==> src/rtl/dbnc_pkg.sv <==
// Shared types for the changeover pushbutton debouncer.
// Assumes contact inputs are active low and already synchronised.
package dbnc_pkg;

    // Four possible combinations of the two synchronised contact inputs.
    typedef enum logic [1:0] {
        CT_STORE = 2'b00,   // neither pole touched: hold
        CT_SET   = 2'b01,   // normally-closed pole touched
        CT_RESET = 2'b10,   // normally-open pole touched
        CT_BOTH  = 2'b11    // both touched: invalid
    } contact_e;

    // Map the active-low pole levels onto a contact condition.
    function automatic contact_e decode_contacts(input logic set_n, input logic reset_n);
        return contact_e'({~reset_n, ~set_n});
    endfunction

endpackage

==> src/rtl/dbnc_sync_chain.sv <==
// Multi-flop synchroniser for one asynchronous contact input.
// Resets to 1 (contact open), so nothing looks touched straight after reset.
// Assumes STAGES >= 2.
module dbnc_sync_chain #(
    parameter int STAGES = 2
) (
    input  logic clk,
    input  logic rst_n,
    input  logic d_async,
    output logic d_sync
);
    logic [STAGES-1:0] chain;

    // Shift the raw input through the chain of flops.
    always_ff @(posedge clk) begin
        if (!rst_n) chain <= '1;
        else        chain <= {chain[STAGES-2:0], d_async};
    end

    assign d_sync = chain[STAGES-1];
endmodule

==> src/rtl/dbnc_sr_state.sv <==
// Registered set/reset state that mimics a cross-coupled gate latch.
// Set on the normally-closed pole and reset on the normally-open pole.
// Holds in storage and while both poles are touched. Clear forces it to 1.
// Assumes synchronised active-low inputs.
module dbnc_sr_state
    import dbnc_pkg::*;
(
    input  logic clk,
    input  logic rst_n,
    input  logic set_n,
    input  logic reset_n,
    input  logic clr,
    output logic state,
    output logic fault
);
    contact_e cond;

    assign cond  = decode_contacts(set_n, reset_n);
    assign fault = (cond == CT_BOTH);

    // Update the stored level from the contact condition.
    always_ff @(posedge clk) begin
        if (!rst_n || clr) begin
            state <= 1'b1;
        end else begin
            unique case (cond)
                CT_SET:   state <= 1'b1;
                CT_RESET: state <= 1'b0;
                default:  state <= state;
            endcase
        end
    end

    a_r1_store_holds: assert property (@(posedge clk) disable iff (!rst_n)
        (set_n && reset_n && !clr) |=> (state == $past(state)));
    a_r2_set_drives_one: assert property (@(posedge clk) disable iff (!rst_n)
        (!set_n && reset_n) |=> state);
    a_r3_reset_drives_zero: assert property (@(posedge clk) disable iff (!rst_n)
        (set_n && !reset_n && !clr) |=> !state);
    a_r6_both_holds: assert property (@(posedge clk) disable iff (!rst_n)
        (!set_n && !reset_n && !clr) |=> (state == $past(state)));
    a_r8_clear_sets: assert property (@(posedge clk) disable iff (!rst_n)
        clr |=> state);
endmodule

==> src/rtl/dbnc_edge_counter.sv <==
// Binary up counter that advances once per rising edge of a level.
// Clear zeroes the count and primes the edge history to 1, so the clear's
// own rise of the level is not counted. Wraps at 2**CNT_W.
module dbnc_edge_counter #(
    parameter int CNT_W = 4
) (
    input  logic             clk,
    input  logic             rst_n,
    input  logic             level,
    input  logic             clr,
    output logic [CNT_W-1:0] count
);
    logic level_d;
    logic rise;

    assign rise = level & ~level_d;

    // Remember the level of the previous cycle for edge detection.
    always_ff @(posedge clk) begin
        if (!rst_n || clr) level_d <= 1'b1;
        else               level_d <= level;
    end

    // Advance the count on each rising edge; wrap naturally.
    always_ff @(posedge clk) begin
        if (!rst_n || clr) count <= '0;
        else if (rise)     count <= count + 1'b1;
    end

    a_r5_step_on_rise: assert property (@(posedge clk) disable iff (!rst_n)
        (!clr && level && !level_d) |=> (count == $past(count) + 1'b1));
    a_r5_hold_otherwise: assert property (@(posedge clk) disable iff (!rst_n)
        (!clr && !(level && !level_d)) |=> $stable(count));
    a_r8_clear_zeroes: assert property (@(posedge clk) disable iff (!rst_n)
        clr |=> (count == '0));
endmodule

==> src/rtl/twocontact_debounce.sv <==
// Changeover pushbutton debouncer with a press counter.
// Synchronises both active-low poles, keeps a set/reset level and counts
// its rising edges. While both poles read closed, both level outputs read 1
// and the fault flag is raised; the stored level is kept.
module twocontact_debounce #(
    parameter int SYNC_STAGES = 2,
    parameter int CNT_W       = 4
) (
    input  logic             clk,
    input  logic             rst_n,
    input  logic             nc_contact_n,
    input  logic             no_contact_n,
    input  logic             cnt_clr,
    output logic             level_q,
    output logic             level_q_n,
    output logic             contact_fault,
    output logic [CNT_W-1:0] press_count
);
    localparam int N_POLES = 2;

    logic [N_POLES-1:0] raw_n;
    logic [N_POLES-1:0] synced_n;
    logic               state;
    logic               fault;

    assign raw_n = {no_contact_n, nc_contact_n};

    // One synchroniser per pole.
    for (genvar p = 0; p < N_POLES; p++) begin : g_sync
        dbnc_sync_chain #(.STAGES(SYNC_STAGES)) u_sync (
            .clk     (clk),
            .rst_n   (rst_n),
            .d_async (raw_n[p]),
            .d_sync  (synced_n[p])
        );
    end

    dbnc_sr_state u_state (
        .clk     (clk),
        .rst_n   (rst_n),
        .set_n   (synced_n[0]),
        .reset_n (synced_n[1]),
        .clr     (cnt_clr),
        .state   (state),
        .fault   (fault)
    );

    dbnc_edge_counter #(.CNT_W(CNT_W)) u_cnt (
        .clk   (clk),
        .rst_n (rst_n),
        .level (state),
        .clr   (cnt_clr),
        .count (press_count)
    );

    // Both outputs read 1 while the poles are both closed.
    assign level_q       = state | fault;
    assign level_q_n     = ~state | fault;
    assign contact_fault = fault;

    a_r6_fault_outputs: assert property (@(posedge clk) disable iff (!rst_n)
        contact_fault |-> (level_q && level_q_n));
    a_r2_outputs_complement: assert property (@(posedge clk) disable iff (!rst_n)
        !contact_fault |-> (level_q != level_q_n));
endmodule

==> config.mk <==
export PLATFORM = sky130hd
export DESIGN_NAME = twocontact_debounce
export DESIGN_NICKNAME = d
export VERILOG_FILES = /design/src/rtl/dbnc_pkg.sv /design/src/rtl/dbnc_sync_chain.sv /design/src/rtl/dbnc_sr_state.sv /design/src/rtl/dbnc_edge_counter.sv /design/src/rtl/twocontact_debounce.sv
export SDC_FILE = /design/constraint.sdc
export NUM_CORES = 1
export LEC_CHECK = 0
export BUFFER_PORTS_ARGS = -buffer_cell sky130_fd_sc_hd__buf_2
export CAP_MARGIN = 20
export CORE_AREA = 2 2 39 41
export DETAILED_ROUTE_END_ITERATION = 8
export DIE_AREA = 0 0 41 43
export GPL_ROUTABILITY_DRIVEN = 0
export HOLD_SLACK_MARGIN = 0.15
export MAX_ROUTING_LAYER = met4
export PLACE_DENSITY_LB_ADDON = 0.25
export SETUP_SLACK_MARGIN = 0.02
export SLEW_MARGIN = 20
export SYNTH_ARGS = -nofsm -noshare
export SYNTH_HDL_FRONTEND = slang
export SYNTH_SLANG_ARGS = --single-unit
==> constraint.sdc <==
create_clock -name clk -period 1.2 [get_ports clk]
set_input_delay 0.12 -clock clk [delete_from_list [all_inputs] [get_ports clk]]
set_output_delay 0.12 -clock clk [all_outputs]
set_load 0.02 [all_outputs]
# == Word level (Yosys, flattened, before mapping) ==
# Cells that the tools add are included.
# totals
input_bits,5
elab_cells,20
ff_bits,10
output_inout_bits,7
# op_classes
bitwise_logic,7
addsub,1
eq_ne,3
muxes,1
reduce_logical,3
# ops
op,n
$add A4 B1 Y4 const B,1
$eq A2 B2 Y1 const B,2
$not A1 Y1,4
$eq A2 B1 Y1 const B,1
$or A1 B1 Y1,2
$pmux W1 S2,1
$reduce_bool A2 Y1,1
$and A1 B1 Y1,1
$logic_not A1 Y1,1
$logic_or A1 B1 Y1,1

# == Logic depth before layout (Yosys ltp) ==
# Gate-level depths: netlist (run 1).
# logic_depth
depth_word,3
ltp_mapped,5
ltp_nobuf,5

# == Cells and area by module ==
# Synthesis (run 1) repeated with hierarchy kept, for this count alone.
# unflattened
cells_unflattened,41
area_unflattened_um2,404.1
# modules_own_cells
mod,area_each_um2,seq_area_each_um2,cells_per_inst,n_inst
dbnc_edge_counter,206.4,100.1,22,1
dbnc_sync_chain,52.6,40.0,4,2
dbnc_sr_state,80.1,20.0,9,1
twocontact_debounce,12.5,0.0,2,1

# == Worst setup path before layout (run 1) ==
# OpenSTA, ideal clock, no wires.
# synth_timing
path_kind,reg2out
start,reg g_sync[0].u_sync.chain[1]
end,out level_q
slack_ns,0.099
t_arrival_ns,0.981
path_buffers,0
required_time_ns,1.080
path_stages_with_launch,4
cell_sequence,dfxtp_1 inv_1 ha_1 or2_2
# synth_via
elab_chain_cells,3
# synth_lines
item,line,text
from (decl),dbnc_sync_chain.sv:12,logic [STAGES-1:0] chain;
from (signal assigned),dbnc_sync_chain.sv:17,"else chain <= {chain[STAGES-2:0], d_async};"
$not A1 Y1,dbnc_pkg.sv:15,"return contact_e'({~reset_n, ~set_n});"
$eq A2 B2 Y1,dbnc_sr_state.sv:19,assign fault = (cond == CT_BOTH);
named net contact_fault,twocontact_debounce.sv:16,"output logic contact_fault,"
$or A1 B1 Y1,twocontact_debounce.sv:57,assign level_q = state | fault;
to (decl),twocontact_debounce.sv:14,"output logic level_q,"
# The timed path passes the listed nets, and every way through them passes these cells.

# == Worst setup path in the final report (run 1) ==
# layout_timing
start,reg g_sync[0].u_sync.chain[1]
end,out level_q_n
# layout_via
elab_chain_cells,3
# layout_lines
item,line,text
$not A1 Y1,dbnc_pkg.sv:15,
$eq A2 B2 Y1,dbnc_sr_state.sv:19,
$or A1 B1 Y1,twocontact_debounce.sv:58,assign level_q_n = ~state | fault;
to (decl),twocontact_debounce.sv:15,"output logic level_q_n,"
# No other way between the ends.

==> metrics.csv, run 1 <==
stage;metric;value;unit
run_status;status;finished, violations left;
run_status;violations;negative setup slack;
drt;drtPass1Iterations;3;
setup_path;cp-end-kind;primary output;
sta;setup_viol;2;
finish;design_area;579;um^2
synthesis;syn_area_per_cell;10.5;um^2
placed_design;port_buffers;11;
sta;rsz0062_at_grt;true;
finish;final_util;41.9;%
sta;fmax;792;MHz
clocking;clockRootBuffer;clkbuf_4;
clocking;cts_tree;yes;
power;p_per_area;1170;mW/mm^2
sta;hold_viol_final;0;
global_route;grt_antenna_before_repair;0;
synthesis;synth_top_area_share;49.1;%
die;die_area;0.00176;mm^2
setup_path;cp_data_arrival_time;1.14;ns
power;power.leakage;0.279;nW
die;die_x;41;um
setup_path;cp-start-kind;flop;
drt;routed-via-count;287;
synthesis;ys_seq_area_share;49.1;%
sta;slew_headroom;88.4;%
clocking;cts_setup_buffers;0;
finish;drive_above_1_share;42.1;%
placed_design;dp_hpwl;463;um
die;placementRows;14;
synthesis;ys_warn_count;0;
die;die_h;43;um
synthesis;syn_area;408;um^2
power;peakVddDrop;0.560;mV
synthesis;synth_top_cell_by_area;dfxtp_1;
finish;antennaDiodeCount;0;
clocking;path_clk_slew;0.06;ns
sta;setup_tns;-0.112;ns
clocking;cts_htree_levels;1;
clocking;worstSkewPairLatency;0.26;ns
die;initial_utilization;29.5;%
synthesis;netlist_top_cells_area;dfxtp_1 (49%), ha_1 (9.2%), nand2b_1 (9.2%);
global_route;grt_usage;9.59;%
drt;wl;607;um
clocking;clock_path_buffers;2;
global_route;grt_pass1_vias;261;
flow_run;drv_cap;0;
finish;num-fill-cells;142;
synthesis;postSynthCellCount;39;
sta;timing.final.ws_setup;-0.0631;ns
finish;nets;66;
sta;period_share;105;%
synthesis;ys_seq_elements;10;
clocking;cts_sinks;10;
drt;drt-initial-drc-count;1;
setup_path;crit_required;1.08;ns
sta;drv_slew;0;
finish;area_delta_synth_final;42.0;%
global_route;gr-total-overflow;0;
setup_path;reg2regPathDepth;3;
sta;skew;0.00302;ns
die;io_pins;12;
global_route;grt_max_degree;7;
drt;viasPerCell;3.93;
die;core_area;0.00138;mm^2
min_path;hp-class;in -> reg;
drt;drcViolationCount;0;
sta;tightestPinTransition;0.174;ns
drt;wl_per_cell;8.32;um
setup_path;cp_max_fo;3;
setup_path;path_class;reg -> out;
synthesis;synth_nets;47;
global_route;grt_pass1_wl;1060;um
sta;period_minus_slack;1.26;ns
synthesis;synth_cell_type_count;17;
placed_design;placed_area;483;um^2
min_path;hold_depth;3;
drt;ant_nets;0;
clocking;cts_buffers;3;
placed_design;dp_slack;0.0969;ns
critical path: stages (launching register included):
cell,delay [ns]
dfxtp_2,0.33
inv_2,0.04
ha_4,0.15
or2b_1,0.23
buf_6,0.13
cells in the final DEF (no fill, tap or decap), drive strengths merged:
| cell type | synthesis | routed |
|---|---|---|
| buf | 0 | 11 |
| dfxtp | 10 | 10 |
| nand2b | 7 | 7 |
| clkbuf | 0 | 4 |
| nor2 | 3 | 3 |
| nand2 | 3 | 3 |
| dlygate4sd3 | 0 | 3 |
| ha | 3 | 3 |
| inv | 2 | 2 |
| mux2i | 2 | 2 |
| and2b | 2 | 2 |
| or2 | 1 | 1 |
| or2b | 1 | 1 |
| nand3b | 1 | 1 |
| xor2 | 1 | 1 |
| xnor2 | 1 | 1 |
| o21ai | 1 | 1 |
| nand4 | 1 | 1 |
kinds of logic after synthesis:
group / count (synthesis) / share of synthesized area, %
flip-flops: 10 / 49.1
adder cells (fa/ha/maj): 3 / 9.20
buffers and inverters: 2 / 1.84
AO/OA/AOI/OAI: 1 / 1.23
multiplexers: 2 / 4.91
AND/OR/NAND/NOR: 19 / 29.5
XOR/XNOR: 2 / 4.30
worst paths after layout:
path | from | end | slack (ns)
setup reg to reg | u_state.state | u_cnt.count[3] | 0.25
setup / recovery | g_sync[0].u_sync.chain[1] | level_q_n | -0.06
hold / removal | cnt_clr | u_cnt.count[0] | 0.19
hold reg to reg | g_sync[1].u_sync.chain[0] | g_sync[1].u_sync.chain[1] | 0.41
timing repair:
item	in CTS	in global routing
gates resized for setup	11	0
endpoints found under the hold margin	4	0
pin swaps	1	1
hold buffers	3	0
endpoints found under the setup margin	2	2
state kept, by name (all words and copies together) (netlist names):
register	count
g_sync.u_sync.chain	4
u_cnt.count	4
u_cnt.level_d	1
u_state.state	1
synth_stat cells:
| cell type | count |
|---|---|
| and2b_4 | 1 |
| o21ai_0 | 1 |
| inv_1 | 2 |
| xor2_1 | 1 |
| nand2_1 | 3 |
| or2_2 | 1 |
| ha_1 | 3 |
| nand3b_1 | 1 |
| nand2b_1 | 6 |
| mux2i_1 | 2 |
| nor2_1 | 3 |
| xnor2_1 | 1 |
| nand2b_2 | 1 |
| dfxtp_1 | 10 |
| and2b_1 | 1 |
| or2b_1 | 1 |
| nand4_2 | 1 |
power breakdown:
part | internal [W] | leakage [nW] | switching (W)
registers | 0.000339 | 0.0809 | 0.00000218
clock network | 0.000184 | 0.0210 | 0.000114
logic | 0.0000230 | 0.177 | 0.0000167
total | 0.000546 | 0.279 | 0.000133
per-layer routing:
metal  wire length [um]  up-vias  track usage [%]
met5                  0        -                -
met4                  0        0             4.00
met3                 61        0             7.85
met2                255       12             11.9
met1                289      116             11.0
li1                   -      159                -
per-stage QoR:
| step | cells | power [W] | hold slack [ns] |
|---|---|---|---|
| after floorplan | 39 | 0.000364 | 0.193 |
| after global placement | 66 | 0.000376 | 0.301 |
| after detailed placement | 66 | 0.000376 | 0.303 |
| after CTS | 73 | 0.000698 | 0.188 |
| after global routing | 73 | 0.000721 | 0.197 |
| final | 73 | 0.000679 | 0.189 |
cell type report:
type | instances | area, um^2 | area share (%)
sequential | 10 | 203 | 35.0
tap | 16 | 20.0 | 3.46
inverter | 2 | 7.51 | 1.30
clock buffer | 4 | 36.3 | 6.26
multi-input combinational | 27 | 215 | 37.1
timing repair buffer | 14 | 97.6 | 16.8
Note: power is estimated with default switching activity, not from simulation.
==> run 2, diff against run 1 <==
==> constraint.sdc (replaced) <==
create_clock -name clk -period 1.2 [get_ports clk]
set_input_delay 0.24 -clock clk [delete_from_list [all_inputs] [get_ports clk]]
set_output_delay 0.24 -clock clk [all_outputs]
set_load 0.02 [all_outputs]
==> run 2 against run 1 <==
The run still ends with negative setup slack left. Utilization is 1.4 points lower. Count of clock-buffer cells in the layout is 1 lower. Critical endpoint unchanged. Die area stayed put. Critical path depth stayed put. Via count is 5.9% higher.
==> metrics.csv, run 2 (synthesis results as in run 1) <==
stage;metric;value;unit
clocking;clock_path_buffers;2;
drt;viasPerCell;4.22;
global_route;grt_pass1_wl;1100;um
finish;drive_above_1_share;44.6;%
clocking;cts_sinks;10;
sta;period_minus_slack;1.37;ns
setup_path;timing.rr.end;u_cnt.count[3];
sta;period_share;115;%
global_route;grt_pass1_vias;272;
setup_path;path_class;reg -> out;
die;io_pins;12;
die;die_area;0.00176;mm^2
die;placementRows;14;
min_path;hold_depth;2;
setup_path;cp_data_arrival_time;1.13;ns
setup_path;cp-end-kind;primary output;
power;peakVddDrop;0.633;mV
setup_path;cp-start-kind;flop;
finish;area_delta_synth_final;37.4;%
clocking;cts_buffers;3;
run_status;violations;negative setup slack;
sta;slew_headroom;88.1;%
placed_design;dp_slack;0.0558;ns
clocking;path_clk_slew;0.06;ns
setup_path;cp_max_fo;3;
sta;drv_slew;0;
setup_path;startpoint;g_sync[0].u_sync.chain[1];
setup_path;crit_required;0.96;ns
sta;hold_viol_final;0;
drt;ant_nets;0;
finish;num-fill-cells;150;
clocking;cts_tree;yes;
drt;routed-via-count;304;
finish;final_common_cell;buf_2;
sta;setup_tns;-0.346;ns
run_status;status;finished, violations left;
die;initial_utilization;29.5;%
power;power.leakage;0.273;nW
die;core_area;0.00138;mm^2
sta;tightestPinTransition;0.179;ns
drt;wl_per_cell;9.14;um
sta;fmax;727;MHz
sta;skew;0.00317;ns
power;p_per_area;1080;mW/mm^2
global_route;gr-total-overflow;0;
global_route;grt_max_degree;7;
sta;setup_viol;2;
finish;multiInputGateArea;215;um^2
sta;timing.final.ws_setup;-0.175;ns
die;die_x;41;um
sta;rsz0062_at_grt;true;
finish;regArea;203;um^2
setup_path;reg2regPathDepth;3;
die;die_h;43;um
drt;wl;658;um
finish;nets;66;
finish;antennaDiodeCount;0;
placed_design;port_buffers;11;
clocking;worstSkewPairLatency;0.26;ns
min_path;hold_end;g_sync[1].u_sync.chain[0];
min_path;hold_path_startpoint;no_contact_n;
clocking;clockRootBuffer;clkbuf_4;
min_path;hp-class;in -> reg;
setup_path;r2r_setup_slack;0.25;ns
finish;reg_top3;g_sync.u_sync.chain x4, u_cnt.count x4;
flow_run;drv_cap;0;
drt;drt-initial-drc-count;2;
global_route;grt_usage;10.3;%
finish;final_cell_mix;buf_2 (9), dfxtp_1 (8), nand2b_1 (6);
drt;drtPass1Iterations;3;
setup_path;r2r_start;u_state.state;
drt;drcViolationCount;0;
global_route;grt_antenna_before_repair;0;
clocking;cts_htree_levels;1;
==> run 2: cell types whose count changed in the layout (fill, tap and decap cells not counted), sizes merged <==
cell         previous run  this run
dlygate4sd3             3         1
clkbuf                  4         3
buf                    11        13
==> run 2: where the power goes <==
group	internal (W)	total, W	switching [W]
Clock	0.000116	0.000225	0.000109
Combinational	0.0000221	0.0000391	0.0000170
Sequential	0.000339	0.000341	0.00000225
Total	0.000477	0.000605	0.000129
==> run 2: worst max-delay path by stage <==
stage,cells past startpoint,to,slack [ns]
5_1_grt,4,level_q_n,-0.23
3_3_place_gp,4,level_q,0.07
6_report,4,level_q_n,-0.17
2_1_floorplan,3,level_q_n,0.08
3_5_place_dp,4,level_q,0.06
4_1_cts,4,level_q_n,-0.18
==> run 2: critical path: stages, from the launching register on <==
cell and delay (ns):
dfxtp_2 0.33, inv_2 0.04, ha_4 0.15, or2b_1 0.22, buf_6 0.13
==> run 2: what timing repair did <==
item | CTS | global route
pin swaps | 1 | 0
hold endpoints to repair | 1 | 0
hold buffers | 1 | 0
setup buffers | 2 | 0
gates resized for setup | 9 | 0
endpoints found under the setup margin | 3 | 3
==> run 2: metal layers <==
metal  routed length [um]  share of wire, %  track usage [%]  vias to the layer above
met1                  286                43             10.7                      130
met3                   40               6.1             4.71                        4
met2                  300                46             13.4                       10
met5                    0                 0                -                        -
li1                     -                 -                -                      160
met4                   31               4.7             10.0                        0
==> run 2: through the flow <==
stage	hold slack, ns	cell area (um^2)	util, %	instances	power, W
2_1_floorplan	0.313	413	-	39	0.000365
3_3_place_gp	0.394	488	35.3	66	0.000376
5_1_grt	0.161	561	40.5	72	0.000641
3_5_place_dp	0.394	488	35.3	66	0.000376
4_1_cts	0.151	561	40.5	72	0.000617
6_report	0.159	561	40.5	72	0.000605
==> run 2: layout make-up <==
class                      count  share of cell area (%)
multi-input combinational     27                    38.4
sequential                    10                    36.2
timing repair buffer          14                    16.5
clock buffer                   3                    4.02
tap                           16                    3.57
inverter                       2                    1.34
==> run 3, diff against run 2 <==
- TNS_END_PERCENT: not set -> 5
==> run 3 against run 2 <==
Combinational power is 7.4% lower. Sequential power hardly changed. Clock skew is 0.0011 ns lower. The flow still finishes with violations (negative setup slack). Critical endpoint unchanged. First-iteration DRC count stayed put. Utilization is 0.72 points lower. Register-to-register slack hardly changed. Sequential cell count stayed put. Final cell count is 1.4% lower. Critical path depth stayed put. Total power is 2.4% lower. Sequential share of layout area is 0.66 points higher. Clock power is 5% lower. Highest routed layer is now met3.
==> metrics.csv, run 3 (synthesis results as in run 1) <==
stage;metric;value;unit
run_status;status;finished, violations left;
run_status;violations;negative setup slack;
die;io_pins;12;
setup_path;reg2regPathDepth;3;
clocking;cts_sinks;10;
clocking;cts_buffers;3;
sta;tightestPinTransition;0.180;ns
die;die_area;0.00176;mm^2
die;core_area;0.00138;mm^2
die;die_h;43;um
drt;drtPass1Iterations;2;
die;initial_utilization;29.5;%
setup_path;cp-end-kind;primary output;
drt;routed-via-count;294;
finish;multiInputGateArea;215;um^2
drt;wl;628;um
sta;drv_slew;0;
global_route;grt_usage;10.3;%
setup_path;cp_data_arrival_time;1.12;ns
drt;wl_per_cell;8.85;um
setup_path;cp_max_fo;3;
setup_path;crit_required;0.96;ns
setup_path;path_depth;4;
setup_path;worst_path_largest_cell_delay;0.33;ns
finish;layoutNonFillerInstCount;71;
clocking;clockRootBuffer;clkbuf_4;
sta;skew;0.00210;ns
sta;period_minus_slack;1.36;ns
finish;design_area;551;um^2
drt;drt-initial-drc-count;2;
global_route;gr-total-overflow;0;
clocking;cts_hold_buf;0;
clocking;worstSkewPairLatency;0.25;ns
power;power.leakage;0.269;nW
die;die_x;41;um
finish;antennaDiodeCount;0;
global_route;grt_max_degree;7;
finish;regArea;203;um^2
power;p_per_area;1070;mW/mm^2
drt;drcViolationCount;0;
finish;final_cell_mix;buf_2 (9), dfxtp_1 (8), nand2b_1 (6);
finish;num-fill-cells;147;
setup_path;path_class;reg -> out;
finish;nets;65;
global_route;grt_pass1_wl;1130;um
placed_design;place_inst;66;
setup_path;crit_family;flip-flops;
sta;hold_viol_final;0;
setup_path;critPathBufInv;2;
clocking;cts_tree;yes;
sta;slew_headroom;88.0;%
global_route;grt_pass1_vias;298;
global_route;grt_antenna_before_repair;0;
sta;setup_tns;-0.323;ns
setup_path;critPathSlowestCell;dfxtp_2;
drt;viasPerCell;4.14;
clocking;clock_path_buffers;2;
sta;fmax;734;MHz
finish;final_util;39.8;%
sta;period_share;114;%
power;peakVddDrop;0.686;mV
finish;final_common_cell;buf_2;
clocking;cts_htree_levels;1;
sta;timing.final.ws_setup;-0.163;ns
placed_design;placed_area;485;um^2
placed_design;dp_hpwl;476;um
placed_design;port_buffers;11;
finish;area_delta_synth_final;35.0;%
sta;rsz0062_at_grt;true;
min_path;hold_depth;2;
finish;drive_above_1_share;45.5;%
min_path;hp-class;in -> reg;
flow_run;drv_cap;0;
setup_path;path_cells;inv_2 -> ha_4 -> or2b_1 -> buf_6;
drt;ant_nets;0;
placed_design;dp_slack;0.0230;ns
setup_path;cp-start-kind;flop;
sta;setup_viol;2;
finish;reg_top3;g_sync.u_sync.chain x4, u_cnt.count x4;
die;placementRows;14;
clocking;path_clk_slew;0.06;ns
==> run 3: changes by cell type in the layout (fill, tap and decap cells not counted) <==
cell	change
dlygate4sd3_1	-1
==> run 3: repair_timing <==
item	4_1_cts	5_1_grt
setup endpoints to repair	3	3
gates resized for setup	10	0
cloned	0	0
buffers inserted	2	0
pin swaps	1	0
==> run 3: routing by layer <==
layer / wire, um / part of all wire [%] / global-route usage [%]
met1: 275 / 44 / 9.45
met4: 0 / 0 / 2.00
met2: 308 / 49 / 15.6
met5: 0 / 0 / -
met3: 44 / 7.0 / 9.42
==> run 3: worst paths after layout <==
path	startpoint	end	slack, ns
setup / recovery	g_sync[0].u_sync.chain[1]	level_q_n	-0.16
hold / removal	nc_contact_n	g_sync[0].u_sync.chain[0]	0.17
setup reg to reg	u_state.state	u_cnt.count[3]	0.24
hold reg to reg	g_sync[0].u_sync.chain[0]	g_sync[0].u_sync.chain[1]	0.41
==> run 3: where the power goes <==
part           internal [W]  leakage (nW)  switching, W
clock              0.000115        0.0138     0.0000980
combinational     0.0000196         0.174     0.0000166
sequential         0.000339        0.0809    0.00000236
==> run 3: stage by stage <==
stage                     hold WS (ns)  total power (W)
final                            0.166         0.000591
after global routing             0.161         0.000629
after CTS                        0.156         0.000605
after detailed placement         0.400         0.000377
after global placement           0.394         0.000376
after floorplan                  0.313         0.000364
==> run 3: cell type report <==
| type | instances | area share, % |
|---|---|---|
| timing repair buffer | 13 | 15.0 |
| sequential | 10 | 36.8 |
| tap | 16 | 3.64 |
| multi-input combinational | 27 | 39.1 |
| clock buffer | 3 | 4.09 |
| inverter | 2 | 1.36 |
